### src/rtl/hostwin_pkg.sv
package hostwin_pkg;

    localparam int REG_W  = 32;
    localparam int HALF_W = REG_W / 2;
    localparam int OFFS_W = 4;

    localparam logic [OFFS_W-1:0] OFF_CTRL = 4'h0;
    localparam logic [OFFS_W-1:0] OFF_BASE = 4'h8;
    localparam logic [OFFS_W-1:0] OFF_MASK = 4'hC;

    localparam int EN_LO_BIT = 8;
    localparam int EN_HI_BIT = 10;

    localparam logic [REG_W-1:0] CTRL_KEEP =
        (REG_W'(1) << EN_LO_BIT) | (REG_W'(1) << EN_HI_BIT);

    typedef struct packed {
        logic [HALF_W-1:0] tgt_hi;
        logic [HALF_W-1:0] host_hi;
    } base_t;

    typedef struct packed {
        logic [HALF_W-1:0] repl;
        logic [HALF_W-1:0] keep;
    } mask_t;

    typedef struct packed {
        logic             hit;
        logic [REG_W-1:0] addr;
    } xlate_t;

    function automatic logic ctrl_enabled(input logic [REG_W-1:0] c);
        return c[EN_LO_BIT] & c[EN_HI_BIT];
    endfunction

endpackage

### src/rtl/hostwin_regfile.sv
module hostwin_regfile
    import hostwin_pkg::*;
(
    input  logic              clk,
    input  logic              rst,
    input  logic              wr_en,
    input  logic [OFFS_W-1:0] addr,
    input  logic [REG_W-1:0]  wdata,
    output logic [REG_W-1:0]  rdata,
    output base_t             base_q,
    output mask_t             mask_q,
    output logic              en_q
);

    logic [REG_W-1:0] ctrl_q;

    always_ff @(posedge clk) begin
        if (rst) begin
            ctrl_q <= '0;
            base_q <= '0;
            mask_q <= '0;
        end else if (wr_en) begin
            case (addr)
                OFF_CTRL: ctrl_q <= wdata & CTRL_KEEP;
                OFF_BASE: base_q <= base_t'(wdata);
                OFF_MASK: mask_q <= mask_t'(wdata);
                default:  ;
            endcase
        end
    end

    always_comb begin
        case (addr)
            OFF_CTRL: rdata = ctrl_q;
            OFF_BASE: rdata = base_q;
            OFF_MASK: rdata = mask_q;
            default:  rdata = '0;
        endcase
    end

    assign en_q = ctrl_enabled(ctrl_q);

endmodule

### src/rtl/hostwin_match.sv
module hostwin_match
    import hostwin_pkg::*;
(
    input  logic [REG_W-1:0] req_addr,
    input  base_t            base,
    input  mask_t            mask,
    input  logic             en,
    output xlate_t           result
);

    logic [HALF_W-1:0] up;
    logic [HALF_W-1:0] differ;
    logic [HALF_W-1:0] mapped;

    assign up = req_addr[REG_W-1:HALF_W];

    for (genvar b = 0; b < HALF_W; b++) begin : g_bit
        assign differ[b] = (up[b] ^ base.host_hi[b]) & ~mask.keep[b];
        assign mapped[b] = (base.tgt_hi[b] & mask.repl[b]) | (up[b] & mask.keep[b]);
    end

    logic hit;
    assign hit = en & ~(|differ);

    always_comb begin
        result.hit  = hit;
        result.addr = hit ? {mapped, req_addr[HALF_W-1:0]} : '0;
    end

endmodule

### src/rtl/hostwin_stage.sv
module hostwin_stage
    import hostwin_pkg::*;
(
    input  logic   clk,
    input  logic   rst,
    input  logic   in_valid,
    output logic   in_ready,
    input  xlate_t in_data,
    output logic   out_valid,
    input  logic   out_ready,
    output xlate_t out_data
);

    assign in_ready = ~out_valid | out_ready;

    always_ff @(posedge clk) begin
        if (rst) begin
            out_valid <= 1'b0;
            out_data  <= '0;
        end else if (in_ready) begin
            out_valid <= in_valid;
            if (in_valid) out_data <= in_data;
        end
    end

endmodule

### src/rtl/hostwin_xlate.sv
module hostwin_xlate
    import hostwin_pkg::*;
(
    input  logic              clk,
    input  logic              rst,
    input  logic              reg_wr,
    input  logic [OFFS_W-1:0] reg_addr,
    input  logic [REG_W-1:0]  reg_wdata,
    output logic [REG_W-1:0]  reg_rdata,
    input  logic              req_valid,
    output logic              req_ready,
    input  logic [REG_W-1:0]  req_addr,
    output logic              rsp_valid,
    input  logic              rsp_ready,
    output logic              rsp_hit,
    output logic [REG_W-1:0]  rsp_addr
);

    base_t  base_q;
    mask_t  mask_q;
    logic   win_en;
    xlate_t comb_res;
    xlate_t held_res;

    hostwin_regfile u_regs (
        .clk    (clk),
        .rst    (rst),
        .wr_en  (reg_wr),
        .addr   (reg_addr),
        .wdata  (reg_wdata),
        .rdata  (reg_rdata),
        .base_q (base_q),
        .mask_q (mask_q),
        .en_q   (win_en)
    );

    hostwin_match u_match (
        .req_addr (req_addr),
        .base     (base_q),
        .mask     (mask_q),
        .en       (win_en),
        .result   (comb_res)
    );

    hostwin_stage u_stage (
        .clk       (clk),
        .rst       (rst),
        .in_valid  (req_valid),
        .in_ready  (req_ready),
        .in_data   (comb_res),
        .out_valid (rsp_valid),
        .out_ready (rsp_ready),
        .out_data  (held_res)
    );

    assign rsp_hit  = held_res.hit;
    assign rsp_addr = held_res.addr;

endmodule

### config.mk
export PLATFORM = sky130hd
export DESIGN_NAME = hostwin_xlate
export DESIGN_NICKNAME = d
export VERILOG_FILES = /design/src/rtl/hostwin_pkg.sv /design/src/rtl/hostwin_regfile.sv /design/src/rtl/hostwin_match.sv /design/src/rtl/hostwin_stage.sv /design/src/rtl/hostwin_xlate.sv
export SDC_FILE = /design/constraint.sdc
export NUM_CORES = 1
export LEC_CHECK = 0
export ABC_AREA = 1
export BUFFER_PORTS_ARGS = -buffer_cell sky130_fd_sc_hd__clkbuf_2
export CORE_MARGIN = 2
export CORE_UTILIZATION = 45
export CTS_BUF_LIST = sky130_fd_sc_hd__clkbuf_16
export DETAILED_ROUTE_END_ITERATION = 10
export GPL_TIMING_DRIVEN = 0
export PLACE_DENSITY_LB_ADDON = 0.25
export SYNTH_ARGS = -nofsm -noshare
export SYNTH_HDL_FRONTEND = slang
export SYNTH_SLANG_ARGS = --single-unit
export TNS_END_PERCENT = 100
### constraint.sdc
create_clock -name clk -period 1.77 [get_ports clk]
set_input_delay 0.354 -clock clk [delete_from_list [all_inputs] [get_ports clk]]
set_output_delay 0.354 -clock clk [all_outputs]
set_load 0.05 [all_outputs]
==> impl_results.md, run 1 <==
* Result of the run: finished, violations left
* Failing checks: setup timing
* Post-Place Setup Slack at -0.408 ns
* IO Count at 140
* Net Sw Frac at 0.272
* Remaining DRCs at 0
* Pins over their slew limit at 0
* Synthesized flop and latch total at 100
* Pwr/cell area at 736 nW/um^2
* Sequential fraction of design power at 0.486
* First-pass GRT wire length at 23.1 mm
* Synth warn at 0
* Fin nets at 801
* Worst slew pin tran at 0.715 ns
* CTS Sinks at 100
* CTS tree: built
* Setup slack, reg-to-reg at 0.16 ns
* Hold path start: req_addr[12]
* Largest family of logic cells by synthesized area: compound AO/OA/AOI/OAI gates
* Die height at 102 um
* Proportion of layout cells with a drive suffix above 1 at 0.307
* Commonest non-fill, non-tap cells in the layout: clkbuf_2 (107), dfxtp_1 (100), inv_1 (78), nand2_1 (68), nor2_1 (68)
* Grt ovf at 0
* Peak supply drop at 0.450 mV
* DRT antenna net count at 0
* Seq/Total Area, Yosys at 0.459
* Die X-Extent at 102 um
* Tmin final at 1.86 ns
* Routed wire length at 15.6 mm
* Synth cell types at 25
* Final count of negative-setup-slack endpoints at 31
* GP Congestion at 0.858
* Antenna violations before repair at 0
* Combinational power share at 0.099
* Hold Vio Cnt, Final at 0
* Worst R2R Path Depth at 8
* Critical Path Start Type: input pin
* Critical Path AT at 1.51 ns
* Setup slack after layout at -0.0949 ns
* Clock transition at path regs at 0.08 ns
* # port buffers at 138
* Psw at 1.29 mW
* Initial core utilization at 0.468
* Mapped Nets at 645
* Largest net degree at the start of global routing at 20
* Routed vias/inst at 5.62
* CP endpoint kind: output port
* First DRT Iteration DRCs at 429
* Post-DP HPWL at 10.9 mm
* Max Clock Skew at 0.00931 ns
* Adder-cell share of the synthesized area at 0
* Slew margin rel. at 0.524
* Synth-to-Final Area Change at 47.0%
* Max Cap Viol at 0
* Synthesized area per cell at 7.63 um^2
* Mapped Cells at 572
* Simple-Gate Fraction of Synth Area at 0.196
* Worst hold endpoint: u_stage.out_data[12]
* Commonest non-fill, non-tap cell in the layout: clkbuf_2
* Crit Reg-Reg Endpoint: u_stage.out_data[16]
* Critical Path Fanout Max at 8
* Worst skew pair latency at 0.35 ns
* N_diodes at 0
* Clk root buf: clkbuf_16
* Total vias in the final route at 4848
* Number of cell rows at 35
* Post-route setup TNS at -1.87 ns
* HP Class: input pin to flop
* Final period utilization at 1.05
* Core footprint at 9330 um^2
* Internal power at 3.44 mW
* Vias in the first global route at 4499
* CTS Buffer Depth at 2
* Synth Area in Compound Gates at 0.231
* Static leakage power at 2.46 nW
* Min-Delay Path Depth at 3
* Xor-xnor portion of the synthesized cell area at 0
* Unrepaired setup endpoints after global routing: true
* Clock share of power at 0.415
* All-Layer GR Usage at 0.290
* Die Area at 10500 um^2
* Total iterations of the first detailed-routing run at 8
* Required time of the critical path at 1.42 ns
* H-tree depth at 3
* R2r startpoint: u_regs.base_q[11]
* Multiplexer area fraction after synthesis at 0
* Setup CP Type: input pin to output port
* Hold Slack at 0.240 ns
* Avg WL per Cell at 18.1 um
* CTS buffer count at 9
* Hold_buf cts at 0
* Netlist Area Pre-Place at 4360 um^2
* Maximum clock frequency at 0.536 GHz
-- registers in the layout, indices dropped and copies added, names as in the netlist --
| signal | cells |
|---|---|
| u_stage.out_valid | 1 |
| u_regs.mask_q | 32 |
| u_regs.ctrl_q | 2 |
| u_stage.out_data | 33 |
| u_regs.base_q | 32 |
-- through the flow --
stage          area (um^2)  utilization  power (mW)  cells
2_1_floorplan         4790            -        2.58    572
3_3_place_gp          5640        0.605        2.76    839
3_5_place_dp          5640        0.605        2.77    839
4_1_cts               6340        0.680        4.70    858
5_1_grt               6410        0.688        4.84    862
6_report              6410        0.688        4.72    862
-- logic make-up (layout without fill, tap and decap cells) --
family	after synthesis	count (layout)
AND/OR/NAND/NOR	194	194
buffers and inverters	122	283
flip-flops	100	100
AO/OA/AOI/OAI	156	156
-- metal layers --
metal | global-route usage | wire (um) | vias to the layer above | part of all wire
met5 | 0 | 0 | - | 0
li1 | - | - | 2275 | -
met4 | 0.0769 | 286 | 0 | 0.018
met2 | 0.496 | 7430 | 292 | 0.48
met1 | 0.380 | 6360 | 2252 | 0.41
met3 | 0.0465 | 1560 | 29 | 0.10
-- critical path, stage by stage --
cell and delay, ns:
clkbuf_2 0.10, nor2_4 0.13, inv_2 0.07, nor3_4 0.22, inv_4 0.12, clkbuf_16 0.19, o22ai_4 0.15, buf_8 0.17
-- worst max path at each step --
stage | slack, ns | start | end | cells after the start
3_5_place_dp | -0.41 | reg_addr[1] | reg_rdata[11] | 6
3_3_place_gp | -0.39 | reg_addr[1] | reg_rdata[11] | 6
5_1_grt | -0.17 | reg_addr[1] | reg_rdata[17] | 8
4_1_cts | -0.06 | reg_addr[1] | reg_rdata[17] | 8
6_report | -0.09 | reg_addr[1] | reg_rdata[17] | 8
2_1_floorplan | -0.22 | reg_addr[1] | reg_rdata[10] | 5
-- layout make-up --
cell class	instances	area, um^2
Buffer	38	290
Clock buffer	9	225
Timing Repair Buffer	145	1060
Sequential cell	100	2000
Multi-Input combinational cell	350	2290
Clock inverter	7	66.3
Tap cell	129	161
Fill cell	744	2910
Inverter	84	318
-- timing repair --
action	CTS	global route
gates cloned	1	2
buffers inserted	2	2
pin swaps	1	2
endpoints found under the setup margin	38	40
gates resized for setup	79	31
endpoints found under the hold margin	0	0
-- power groups by stage --
stage | sequential (mW) | combinational [mW] | clock (mW)
finish | 2.30 | 0.469 | 1.96
global route | 2.30 | 0.495 | 2.05
CTS | 2.30 | 0.451 | 1.95
detailed placement | 2.35 | 0.423 | 0
global placement | 2.35 | 0.414 | 0
floorplan | 2.35 | 0.234 | 0
-- Yosys cell counts (all sizes together) --
master / count / area share
inv: 84 / 0.072
buf: 11 / 0.018
nand4: 2 / 0.0043
nor3: 3 / 0.0057
a211oi: 66 / 0.11
o22ai: 44 / 0.063
nand3: 46 / 0.053
o21ai: 6 / 0.0069
a21oi: 38 / 0.044
dfxtp: 100 / 0.46
o221ai: 2 / 0.0040
nor2: 71 / 0.067
clkbuf: 27 / 0.023
nand2: 72 / 0.067
(Power assumes the default switching activity.)
==> run 2, diff against run 1 <==
--- a/config.mk
+++ b/config.mk
@@ -5,7 +5,6 @@
 export SDC_FILE = /design/constraint.sdc
 export NUM_CORES = 1
 export LEC_CHECK = 0
-export ABC_AREA = 1
 export BUFFER_PORTS_ARGS = -buffer_cell sky130_fd_sc_hd__clkbuf_2
 export CORE_MARGIN = 2
 export CORE_UTILIZATION = 45
==> impl_results.md, run 2 <==
* N_diodes at 0 (unchanged)
* Bufs and invs on worst path at 4 (was 5)
* Most common cell in the netlist: nand2_1 (was dfxtp_1)
* Clock transition at path regs at 0.07 ns (was 0.08 ns)
* HP Class: input pin to flop (unchanged)
* Regs by FF count: u_stage.out_data (33), u_regs.base_q (32), u_regs.mask_q (32) (unchanged)
* Commonest non-fill, non-tap cells in the layout: nand2_1 (163), clkbuf_2 (102), dfxtp_1 (90), a21oi_1 (65), clkbuf_16 (47) (was clkbuf_2 (107), dfxtp_1 (100), inv_1 (78), nand2_1 (68), nor2_1 (68))
* Critical Path AT at 1.49 ns (was 1.51 ns)
* Largest net degree at the start of global routing at 20 (unchanged)
* H-tree depth at 3 (unchanged)
* Min-Delay Path Depth at 3 (unchanged)
* Setup slack, reg-to-reg at -0.07 ns (was 0.16 ns)
* # port buffers at 137 (was 138)
* Synthesized area per cell at 8.36 um^2 (was 7.63 um^2)
* Remaining DRCs at 0 (unchanged)
* Max Cap Viol at 0 (unchanged)
* CP cell instances: clkbuf_16 -> nor4b_4 -> buf_6 -> clkbuf_16 -> a22o_4 -> clkbuf_16 (was clkbuf_2 -> nor2_4 -> inv_2 -> nor3_4 -> inv_4 -> clkbuf_16 -> o22ai_4 -> buf_8)
* Most area-consuming cells after synthesis: dfxtp_1 (47%), nand2_1 (14%), a21oi_1 (7.7%) (was dfxtp_1 (46%), a211oi_1 (11%), inv_1 (6.8%))
* Total vias in the final route at 4590 (was 4848)
* Number of flops mapped to enable cells by yosys at 0 (unchanged)
* Number of cell rows at 35 (unchanged)
* Worst slew pin tran at 0.688 ns (was 0.715 ns)
* Critical Path Start Type: input pin (unchanged)
* Mapped Nets at 586 (was 645)
* CTS Sinks at 100 (unchanged)
* DRT antenna net count at 0 (unchanged)
* Leading area contributor after synthesis: dfxtp_1 (unchanged)
* IO Count at 140 (unchanged)
* Largest stage delay, worst path at 0.27 ns (was 0.22 ns)
* CTS tree: built (unchanged)
* Largest register by flop count: u_stage.out_data (unchanged)
* Die Area at 10300 um^2 (was 10500 um^2)
* Result of the run: finished, violations left (unchanged)
* Slew margin rel. at 0.541 (was 0.524)
* Max Used Layer: met4 (unchanged)
* Max reg flops at 33 (unchanged)
* Mapped Cells at 513 (was 572)
* Proportion of layout cells with a drive suffix above 1 at 0.385 (was 0.307)
* Synth cell types at 37 (was 25)
* Vias in the first global route at 4534 (was 4499)
* Maximum clock frequency at 0.542 GHz (was 0.536 GHz)
* Worst R2R Path Depth at 6 (was 8)
* Static leakage power at 2.80 nW (was 2.46 nW)
* Final period utilization at 1.04 (was 1.05)
* Critical path's most frequent cell: clkbuf_16
* Peak supply drop at 0.605 mV (was 0.450 mV)
* Antenna violations before repair at 0 (unchanged)
* Post-route setup TNS at -2.21 ns (was -1.87 ns)
* Max Clock Skew at 0.00499 ns (was 0.00931 ns)
* Top post-synthesis cells by count: nand2_1 (163), dfxtp_1 (100), a21oi_1 (66) (was dfxtp_1 (100), inv_1 (79), nand2_1 (68), nor2_1 (68), a211oi_1 (66))
* Seq/Total Area, Yosys at 0.467 (was 0.459)
* First-pass GRT wire length at 22.9 mm (was 23.1 mm)
* Routed wire length at 16.0 mm (was 15.6 mm)
* CTS buffer count at 9 (unchanged)
* Setup CP Type: input pin to output port (unchanged)
* Worst skew pair latency at 0.35 ns (about the same)
* Hold_buf cts at 0 (unchanged)
* Fin nets at 744 (was 801)
* Synth-to-Final Area Change at 59.8% (was 47.0%)
* Required time of the critical path at 1.42 ns (about the same)
* Crit path depth at 6 (was 8)
* Met3 Wirelength at 1.57 mm (was 1.56 mm)
* Pins over their slew limit at 0 (unchanged)
* Commonest non-fill, non-tap cell in the layout: nand2_1 (was clkbuf_2)
* Avg WL per Cell at 19.8 um (was 18.1 um)
* Synthesized flop and latch total at 100 (unchanged)
* Final count of negative-setup-slack endpoints at 58 (was 31)
* Worst path slowest cell: nor4b_4 (was nor3_4)
* Synth top area share at 0.467 (was 0.459)
* Async SR Flop Fraction at 0 (unchanged)
* Pwr/cell area at 693 nW/um^2 (was 736 nW/um^2)
* Core footprint at 9240 um^2 (was 9330 um^2)
* Routed vias/inst at 5.70 (was 5.62)
* Netlist Area Pre-Place at 4290 um^2 (was 4360 um^2)
* Unrepaired setup endpoints after global routing: true (unchanged)
* All-Layer GR Usage at 0.292 (was 0.290)
* CTS Buffer Depth at 2 (unchanged)
* Critical Path Fanout Max at 7 (was 8)
* Failing checks: setup timing (unchanged)
* Initial core utilization at 0.464 (was 0.468)
* Synth warn at 0 (unchanged)
* Grt ovf at 0 (unchanged)
* CP endpoint kind: output port (unchanged)
* Power Total at 4.75 mW (was 4.72 mW)
* Post-DP HPWL at 10.0 mm (was 10.9 mm)
* Hold Vio Cnt, Final at 0 (unchanged)
* Synth Flop Type: dfxtp_1 (unchanged)
* Delay-heaviest family, CP: buffers and inverters (unchanged)
* Die height at 102 um (about the same)
* Clk root buf: clkbuf_16 (unchanged)
* GP Congestion at 0.883 (was 0.858)
* First DRT Iteration DRCs at 422 (was 429)
* Die X-Extent at 102 um (about the same)
* Met1 WL at 5.96 mm (was 6.36 mm)
* Total iterations of the first detailed-routing run at 7 (was 8)
* Met2 routed WL at 7.93 mm (was 7.43 mm)
* Tmin final at 1.84 ns (was 1.86 ns)
* Setup slack after layout at -0.0734 ns (was -0.0949 ns)
## run 2: cell type report
type	count	area, um^2
fill	619	2390
clock inverter	7	86.3
sequential	100	2020
inverter	20	75.1
buffer	38	320
timing repair buffer	148	1490
multi-input combinational	354	2470
clock buffer	9	225
tap	129	161
## run 2: through the flow
stage,cells,utilization,hold WS (ns),worst slack [ns],area [um^2]
final,805,0.741,0.228,-0.0734,6850
after detailed placement,779,0.565,0.438,-0.713,5220
after floorplan,513,-,0.449,-0.0981,4380
after global routing,805,0.741,0.230,-0.109,6850
after global placement,779,0.565,0.433,-0.653,5220
after CTS,801,0.712,0.224,-0.0310,6580
## run 2: where the power goes
part	total, mW	switching (mW)	internal [mW]
Combinational	0.379	0.222	0.157
Clock	2.08	0.947	1.13
Sequential	2.29	0.0256	2.26
Total	4.75	1.20	3.55
## run 2: logic make-up after synthesis
kind of cell / share of synthesized area
buf+inv: 0.0613
mux: 0.00934
xor+xnor: 0.0327
flops: 0.467
compound gates: 0.262
simple gates: 0.168
## run 2: repair_timing
| item | CTS | global route |
|---|---|---|
| pin swaps | 32 | 8 |
| setup endpoints to repair | 59 | 79 |
| resized for setup | 153 | 60 |
| gates cloned | 3 | 1 |
| buffers inserted | 3 | 4 |
## run 2: path summary, 6_finish.rpt
path,startpoint,end
hold / removal,req_addr[11],u_stage.out_data[11]
hold reg to reg,u_stage.out_data[11],u_stage.out_data[11]
setup reg to reg,u_regs.base_q[5],u_stage.out_data[9]
setup / recovery,reg_addr[0],reg_rdata[23]
## run 2: layer usage
layer	GRT usage	up-vias
met3	0.0752	52
li1	-	2085
met4	0.124	0
met2	0.494	287
met1	0.350	2166
met5	0	-
## run 2: tightest hold or removal path, cell delays in order
cell and delay [ns]:
clkbuf_2 0.08, inv_1 0.04, o31ai_1 0.06
==> run 3, diff against run 2 <==
--- a/config.mk
+++ b/config.mk
@@ -11,7 +11,9 @@
 export CTS_BUF_LIST = sky130_fd_sc_hd__clkbuf_16
 export DETAILED_ROUTE_END_ITERATION = 10
 export GPL_TIMING_DRIVEN = 0
+export MAX_ROUTING_LAYER = met4
 export PLACE_DENSITY_LB_ADDON = 0.25
+export SKIP_LAST_GASP = 1
 export SYNTH_ARGS = -nofsm -noshare
 export SYNTH_HDL_FRONTEND = slang
 export SYNTH_SLANG_ARGS = --single-unit
==> impl_results.md, run 3 (synthesized netlist as in run 2, its figures left out) <==
* Post-Place Setup Slack at -0.713 ns (unchanged)
* Fin nets at 744 (unchanged)
* CP cell instances: clkbuf_16 -> nor4b_4 -> buf_6 -> clkbuf_16 -> a22o_4 -> clkbuf_16 (unchanged)
* Setup CP Type: input pin to output port (unchanged)
* HP Class: input pin to flop (unchanged)
* First-pass GRT wire length at 22.9 mm (about the same)
* Net Sw Frac at 0.249 (was 0.252)
* Number of cell rows at 35 (unchanged)
* CTS buffer count at 9 (unchanged)
* Met1 WL at 5.91 mm (was 5.96 mm)
* Pins over their slew limit at 0 (unchanged)
* Post-layout util at 0.741 (about the same)
* Die X-Extent at 102 um (unchanged)
* All-Layer GR Usage at 0.301 (was 0.292)
* Required time of the critical path at 1.42 ns (about the same)
* CTS Buffer Depth at 2 (unchanged)
* Maximum clock frequency at 0.541 GHz (was 0.542 GHz)
* Met3 Wirelength at 1.65 mm (was 1.57 mm)
* Clk root buf: clkbuf_16 (unchanged)
* CTS Sinks at 100 (unchanged)
* Met2 routed WL at 7.84 mm (was 7.93 mm)
* Die Area at 10300 um^2 (unchanged)
* Max Clock Skew at 0.00490 ns (was 0.00499 ns)
* Clock transition at path regs at 0.07 ns (about the same)
* Psw at 1.18 mW (was 1.20 mW)
* Max Used Layer: met4 (unchanged)
* Proportion of layout cells with a drive suffix above 1 at 0.382 (was 0.385)
* Routed vias/inst at 5.73 (was 5.70)
* Worst slew pin tran at 0.686 ns (was 0.688 ns)
* Post-DP HPWL at 10.0 mm (unchanged)
* CP endpoint kind: output port (unchanged)
* Critical path's most frequent cell: clkbuf_16 (unchanged)
* Result of the run: finished, violations left (unchanged)
* Remaining DRCs at 0 (unchanged)
* Final period utilization at 1.04 (about the same)
* Worst R2R Path Depth at 6 (unchanged)
* Hold Slack at 0.230 ns (was 0.228 ns)
* Setup slack, reg-to-reg at -0.06 ns (was -0.07 ns)
* Clock share of power at 0.436 (was 0.438)
* H-tree depth at 3 (unchanged)
* N_diodes at 0 (unchanged)
* Total iterations of the first detailed-routing run at 8 (was 7)
* Critical Path AT at 1.49 ns (about the same)
* Largest register by flop count: u_stage.out_data (unchanged)
* Failing checks: setup timing (unchanged)
* Worst skew pair latency at 0.35 ns (about the same)
* Sequential fraction of design power at 0.484 (was 0.482)
* # port buffers at 137 (unchanged)
* Synth-to-Final Area Change at 59.6% (was 59.8%)
* Critical Path Start Type: input pin (unchanged)
* IO Count at 140 (unchanged)
* Static leakage power at 2.80 nW (about the same)
* Peak supply drop at 0.599 mV (was 0.605 mV)
* Tmin final at 1.85 ns (was 1.84 ns)
* Die height at 102 um (unchanged)
* Final count of negative-setup-slack endpoints at 48 (was 58)
* Setup slack after layout at -0.0778 ns (was -0.0734 ns)
* Commonest non-fill, non-tap cell in the layout: nand2_1 (unchanged)
* Min-Delay Path Depth at 3 (unchanged)
* Initial core utilization at 0.464 (unchanged)
* First DRT Iteration DRCs at 384 (was 422)
* Grt ovf at 0 (unchanged)
* Largest net degree at the start of global routing at 20 (unchanged)
* Routed wire length at 15.9 mm (was 16.0 mm)
* GP Congestion at 0.897 (was 0.883)
* Avg WL per Cell at 19.7 um (was 19.8 um)
* Internal power at 3.55 mW (about the same)
* Slew margin rel. at 0.543 (was 0.541)
* Worst path slowest cell: nor4b_4 (unchanged)
* Max Cap Viol at 0 (unchanged)
* Core footprint at 9240 um^2 (unchanged)
* Commonest non-fill, non-tap cells in the layout: nand2_1 (163), clkbuf_2 (102), dfxtp_1 (91), a21oi_1 (65), clkbuf_16 (47) (was nand2_1 (163), clkbuf_2 (102), dfxtp_1 (90), a21oi_1 (65), clkbuf_16 (47))
* Unrepaired setup endpoints after global routing: true (unchanged)
* Regs by FF count: u_stage.out_data (33), u_regs.base_q (32), u_regs.mask_q (32) (unchanged)
* CTS tree: built (unchanged)
* Filler cell count at 619 (unchanged)
* Hold Vio Cnt, Final at 0 (unchanged)
* DRT antenna net count at 0 (unchanged)
* Combinational power share at 0.080 (about the same)
* Max reg flops at 33 (unchanged)
* Antenna violations before repair at 0 (unchanged)
* Largest stage delay, worst path at 0.27 ns (about the same)
* Pwr/cell area at 692 nW/um^2 (was 693 nW/um^2)
* Critical Path Fanout Max at 7 (unchanged)
* Total vias in the final route at 4611 (was 4590)
* Power Total at 4.73 mW (was 4.75 mW)
* Vias in the first global route at 4520 (was 4534)
==> run 3: final cells by class <==
| type | count | area, um^2 | share of cell area |
|---|---|---|---|
| plain buffers | 38 | 320 | 0.0468 |
| multi-input cells | 354 | 2470 | 0.361 |
| well taps | 129 | 161 | 0.0236 |
| clock inverters | 7 | 86.3 | 0.0126 |
| repair buffers | 148 | 1490 | 0.217 |
| flip-flops and latches | 100 | 2020 | 0.295 |
| inverters | 20 | 75.1 | 0.0110 |
| clock buffers | 9 | 225 | 0.0329 |
==> run 3: worst max-delay path: cells and delay by family <==
family	cells	cell delay [ns]
AO/OA/AOI/OAI	1	0.16
buffers and inverters	4	0.70
AND/OR/NAND/NOR	1	0.27
==> run 3: what timing repair did <==
item / in CTS / in global routing
pin swaps: 31 / 9
gates cloned: 3 / 1
buffers inserted: 3 / 4
hold buffers: 0 / 0
setup endpoints to repair: 59 / 79
resized for setup: 153 / 57
==> run 3: stage by stage <==
| stage | cells | setup TNS (ns) | instance area (um^2) |
|---|---|---|---|
| 5_1_grt | 805 | -4.21 | 6840 |
| 4_1_cts | 801 | -0.589 | 6580 |
| 6_report | 805 | -1.97 | 6840 |
| 3_3_place_gp | 779 | -22.84 | 5220 |
| 2_1_floorplan | 513 | -2.10 | 4380 |
| 3_5_place_dp | 779 | -27.47 | 5220 |
==> run 3: worst paths after layout <==
path                                      startpoint                    to
worst max-delay path                     reg_addr[0]         reg_rdata[23]
worst max register to register      u_regs.mask_q[5]  u_stage.out_data[15]
worst min-delay path                    req_addr[11]  u_stage.out_data[11]
worst min register to register  u_stage.out_data[11]  u_stage.out_data[11]
==> run 3: routing by layer <==
layer,GRT usage,up-vias
met4,0.123,0
met1,0.354,2146
li1,-,2091
met5,-,-
met3,0.0690,57
met2,0.494,317
==> run 3: power groups by stage <==
| stage | Clock, mW | Sequential, mW | Combinational, mW |
|---|---|---|---|
| floorplan | 0 | 2.34 | 0.139 |
| global placement | 0 | 2.34 | 0.297 |
| detailed placement | 0 | 2.34 | 0.302 |
| CTS | 2.07 | 2.29 | 0.350 |
| global route | 2.17 | 2.29 | 0.400 |
| finish | 2.06 | 2.29 | 0.378 |
